## src/rtl/gpio_port_pkg.sv

```systemverilog
package gpio_port_pkg;

    typedef enum logic [1:0] {
        SEL_PIN   = 2'd0,
        SEL_DIR   = 2'd1,
        SEL_LEVEL = 2'd2,
        SEL_NONE  = 2'd3
    } gpio_sel_e;

endpackage

```

## src/rtl/gpio_ctrl_regs.sv

```systemverilog
module gpio_ctrl_regs
    import gpio_port_pkg::*;
#(
    parameter int W = 8
) (
    input  logic         clk,
    input  logic         rst,
    input  logic         we,
    input  gpio_sel_e    sel,
    input  logic [W-1:0] wdata,
    output logic [W-1:0] dir_q,
    output logic [W-1:0] lvl_q
);

    logic dir_hit;
    logic lvl_hit;

    // pin register address is read-only: no write enable derived from it
    assign dir_hit = we && (sel == SEL_DIR);
    assign lvl_hit = we && (sel == SEL_LEVEL);

    always_ff @(posedge clk) begin
        if (rst) begin
            dir_q <= '0;
            lvl_q <= '0;
        end else begin
            if (dir_hit) dir_q <= wdata;
            if (lvl_hit) lvl_q <= wdata;
        end
    end

endmodule

```

## src/rtl/gpio_pad_ctrl.sv

```systemverilog
module gpio_pad_ctrl #(
    parameter int W = 8
) (
    input  logic [W-1:0] dir_q,
    input  logic [W-1:0] lvl_q,
    output logic [W-1:0] pad_out,
    output logic [W-1:0] pad_oe,
    output logic [W-1:0] pad_pu
);

    for (genvar i = 0; i < W; i++) begin : g_pin
        assign pad_oe[i]  = dir_q[i];
        assign pad_out[i] = lvl_q[i];
        assign pad_pu[i]  = ~dir_q[i] & lvl_q[i];
    end

endmodule

```

## src/rtl/gpio_half_sync.sv

```systemverilog
module gpio_half_sync #(
    parameter int W = 8
) (
    input  logic         clk,
    input  logic [W-1:0] pad_in,
    output logic [W-1:0] pin_q
);

    logic [W-1:0] hold_q;

    for (genvar i = 0; i < W; i++) begin : g_stage
        // first stage: value held from the moment the clock goes low,
        // the only value the rising-edge stage ever observes
        always_ff @(negedge clk) begin
            hold_q[i] <= pad_in[i];
        end

        // second stage: rising-edge pin register
        always_ff @(posedge clk) begin
            pin_q[i] <= hold_q[i];
        end
    end

endmodule

```

## src/rtl/gpio_port.sv

```systemverilog
module gpio_port
    import gpio_port_pkg::*;
#(
    parameter int W = 8
) (
    input  logic         clk,
    input  logic         rst,
    input  logic         reg_we,
    input  logic [1:0]   reg_addr,
    input  logic [W-1:0] reg_wdata,
    output logic [W-1:0] reg_rdata,
    input  logic [W-1:0] pad_in,
    output logic [W-1:0] pad_out,
    output logic [W-1:0] pad_oe,
    output logic [W-1:0] pad_pu
);

    gpio_sel_e    sel;
    logic [W-1:0] dir_q;
    logic [W-1:0] lvl_q;
    logic [W-1:0] pin_q;

    assign sel = gpio_sel_e'(reg_addr);

    gpio_ctrl_regs #(.W(W)) u_regs (
        .clk   (clk),
        .rst   (rst),
        .we    (reg_we),
        .sel   (sel),
        .wdata (reg_wdata),
        .dir_q (dir_q),
        .lvl_q (lvl_q)
    );

    gpio_pad_ctrl #(.W(W)) u_pad (
        .dir_q   (dir_q),
        .lvl_q   (lvl_q),
        .pad_out (pad_out),
        .pad_oe  (pad_oe),
        .pad_pu  (pad_pu)
    );

    gpio_half_sync #(.W(W)) u_sync (
        .clk    (clk),
        .pad_in (pad_in),
        .pin_q  (pin_q)
    );

    always_comb begin
        unique case (sel)
            SEL_PIN:   reg_rdata = pin_q;
            SEL_DIR:   reg_rdata = dir_q;
            SEL_LEVEL: reg_rdata = lvl_q;
            SEL_NONE:  reg_rdata = '0;
            default:   reg_rdata = '0;
        endcase
    end

endmodule

```

## config.mk

```make
export PLATFORM = sky130hd
export DESIGN_NAME = gpio_port
export DESIGN_NICKNAME = d
export VERILOG_FILES = /design/src/rtl/gpio_port_pkg.sv /design/src/rtl/gpio_ctrl_regs.sv /design/src/rtl/gpio_pad_ctrl.sv /design/src/rtl/gpio_half_sync.sv /design/src/rtl/gpio_port.sv
export SDC_FILE = /design/constraint.sdc
export NUM_CORES = 1
export LEC_CHECK = 0
export CORE_MARGIN = 1
export CORE_UTILIZATION = 41
export CTS_BUF_LIST = sky130_fd_sc_hd__clkbuf_16
export CTS_CLUSTER_SIZE = 16
export DETAILED_ROUTE_END_ITERATION = 10
export PLACE_DENSITY_LB_ADDON = 0.08
export SLEW_MARGIN = 10
export SYNTH_ARGS = -nofsm -noshare
export SYNTH_HDL_FRONTEND = slang
export SYNTH_SLANG_ARGS = --single-unit
```

## constraint.sdc

```tcl
create_clock -name clk -period 0.9 [get_ports clk]
set_input_delay 0.18 -clock clk [delete_from_list [all_inputs] [get_ports clk]]
set_output_delay 0.18 -clock clk [all_outputs]
set_load 0.02 [all_outputs]
```

==> results.md <==
- Clock sinks: 32
- Die Y-Extent: between 50 and 60 um
- CP delay by family, top: flip-flops
- Bufs on Longest Clock Path: 2
- Drt pass-1 iters: 7
- Routed via count: approximately 1100
- Total track usage: a little under a quarter
- Req. time, crit path: 720 ps
- Setup slack, reg-to-reg: -80 ps
- DP HPWL: 2240 um
- RSZ-0062 raised after global routing: true
- R2r startpoint: u_sync.hold_q[5]$_DFF_N_
- Initial antenna violation count: 0
- Starting Density: between 40% and 50%
- YS warnings: 0
- Compound-cell area share of the yosys netlist: 5.63%
- Grt ovf: 0
- Launch point of the critical path: u_regs.lvl_q[3]$_SDFFE_PP0P_
- Routed wire length: 4140 um
- Starting DRT DRC Count: 35
- Status: finished, violations left
- Root Buffer: clkbuf_16
- Setup crit end kind: output pin
- Post-synthesis simple-gate area fraction: a little under a fifth
- Layout area overhead: 104%
- Num rows: 19
- Chip width: about 57 um
- ANT nets after route: 0
- Most common cell after layout, fill and taps aside: buf_6
- CP max stage delay: 370 ps
- DR vias/cell: ~5.2
- Final setup violation count: 49
- Final Hold Fails: 0
- Max cap viols: 0
- Worst min-delay path class: input port to register
- Ports: between 50 and 60
- Total CTS buffers: 5
- Startpoint types: register
- Cell leakage power: 0.00108 uW
- Worst Path Arrival: 1020 ps
- First-pass GRT wire length: 5690 um
- Main combinational cell family by area after synthesis: multiplexers
- Layout cells sized above 1: between 50% and 60%
- Final critical-path share of the clock period: 133%
- CORE AREA: about 2800 um2
- Pin count of the biggest net entering global routing: 16
- Synthesized area per cell: between 10 and 15 um2
- Cell area power density: 1560 nW/um2
- Post-synthesis xor/xnor area fraction: 0%
- Hold_buf cts: 0
- Min-delay src: rst
- Post-Synthesis Net Count: approximately 130
- Crit path cell chain: mux2i_4 -> o2bb2ai_4 -> buf_6
- GPL Wtd Cong: slightly below 0.7
- Final #Nets: ~200
- Max stage delay cell, worst path: dfxtp_4
- Wire length per cell: just under 20 um
- Clk slew on worst S/H paths: roughly 50 ps
- Synth Instances: 107
- Max Freq: between 0.8 and 0.9 GHz
- Post-detailed-route DRC marker count: 6
- Failing checks: DRC, setup timing
- Yosys reg bits: 32
- Fillers: about 110
- Worst setup path class: register to output pin
- Clk_lat worst skew: 380 ps
- Antenna cells: 0
- Post-synthesis sequential area ratio: between 50% and 60%
- Vias in the first global route: between 1000 and 1500
- Die area: 3260 um2
- Setup TNS: -5430 ps
- CP Max Fanout: 4
- Post-synthesis adder-cell area fraction: 0%
- Max-slew violations: 0
- Final min period: about 1200 ps
- VDD IR max: between 1.5 and 2 mV
- Mux cell area share after synthesis: around 19%
- Buf/Inv on CP: 1
- IO buf count: 52
- Netlist cell types: 12
- H-tree levels: 2
- Least-Margin Pin Slew: between 200 and 250 ps
- Fin worst setup slack: -299 ps
- Tot Pwr: between 3000 and 4000 uW
- CTS tree: done
- Most frequent cells in the layout: 38 x buf_6, 23 x nand2b_1, 16 x clkdlybuf4s50_1, 16 x dfxtp_1
- Final Skew: between 100 and 150 ps
- Post-Syn Area: around 1200 um2
- Relative slew slack: a little over four fifths
-- state kept, by name, summed over array words and instances (netlist names) --
name / flops
u_regs.dir_q: 8
u_regs.lvl_q: 8
u_sync.hold_q: 8
u_sync.pin_q: 8
-- power by group --
| part | total [uW] | switching, uW | internal, uW | leakage (uW) |
|---|---|---|---|---|
| registers | 1530 | 69.6 | 1460 | 0.000277 |
| clock network | 1740 | 695 | 1040 | 0.000115 |
| logic | 690 | 288 | 402 | 0.000692 |
| total | 3960 | 1050 | 2900 | 0.00108 |
-- layer usage --
metal / vias up / track usage [%] / share of wire (%)
met3: 8 / 6.80 / 5.0
li1: 517 / - / -
met2: 41 / 45.0 / 55
met4: 0 / 9.41 / 1.4
met5: - / 0 / 0
met1: 549 / 25.0 / 38
-- worst paths after layout --
kind	end	cells past startpoint
worst max-delay path	reg_rdata[3]	3
worst min-delay path	u_regs.lvl_q[2]$_SDFFE_PP0P_	4
worst max register to register	u_sync.pin_q[5]$_DFF_P_	0
worst min register to register	u_regs.lvl_q[5]$_SDFFE_PP0P_	2
-- area by class of cell --
type | count | area, um2 | area share (%)
Clock inverter | 11 | 42.5 | 1.68
Clock buffer | 5 | 125 | 4.93
Timing Repair Buffer | 68 | 772 | 30.4
Tap cell | 31 | 38.8 | 1.53
Multi-Input combinational cell | 67 | 862 | 34.0
Sequential cell | 32 | 698 | 27.5
-- synthesized netlist by cell type --
master | number | share of area, %
buf_4 | 1 | 0.60
o2bb2ai_1 | 8 | 5.6
nor2b_1 | 9 | 4.5
buf_6 | 3 | 2.7
inv_1 | 1 | 0.30
clkbuf_1 | 2 | 0.60
nand2b_1 | 24 | 12
mux2i_1 | 24 | 19
nand3b_4 | 1 | 1.6
dfxtp_1 | 32 | 52
buf_2 | 1 | 0.40
and3b_1 | 1 | 0.70
-- kinds of logic (layout without fill, tap and decap cells) --
kind of cell / after synthesis / after routing
AO/OA/AOI/OAI: 8 / 8
flip-flops: 32 / 32
multiplexers: 24 / 24
buffers and inverters: 8 / 84
AND/OR/NAND/NOR: 35 / 35
-- stage by stage --
stage               util (%)  instance area (um2)  hold WS, ps  setup slack (ps)  std cells
CTS                     87.2                 2450          501              -307        211
global route            90.5                 2540          455              -328        214
floorplan                  -                 1460          348             -62.4        107
global placement        72.6                 2040          475             -1080        193
detailed placement      72.6                 2040          492             -1120        193
finish                  90.5                 2540          409              -299        214
-- repair_timing --
action | 4_1_cts | 5_1_grt
setup endpoints to repair | 53 | 56
pin swaps | 3 | 2
buffers inserted | 2 | 2
resized for setup | 251 | 16
gates cloned | 1 | 1
No activity file was read; power rests on OpenSTA's default activity.
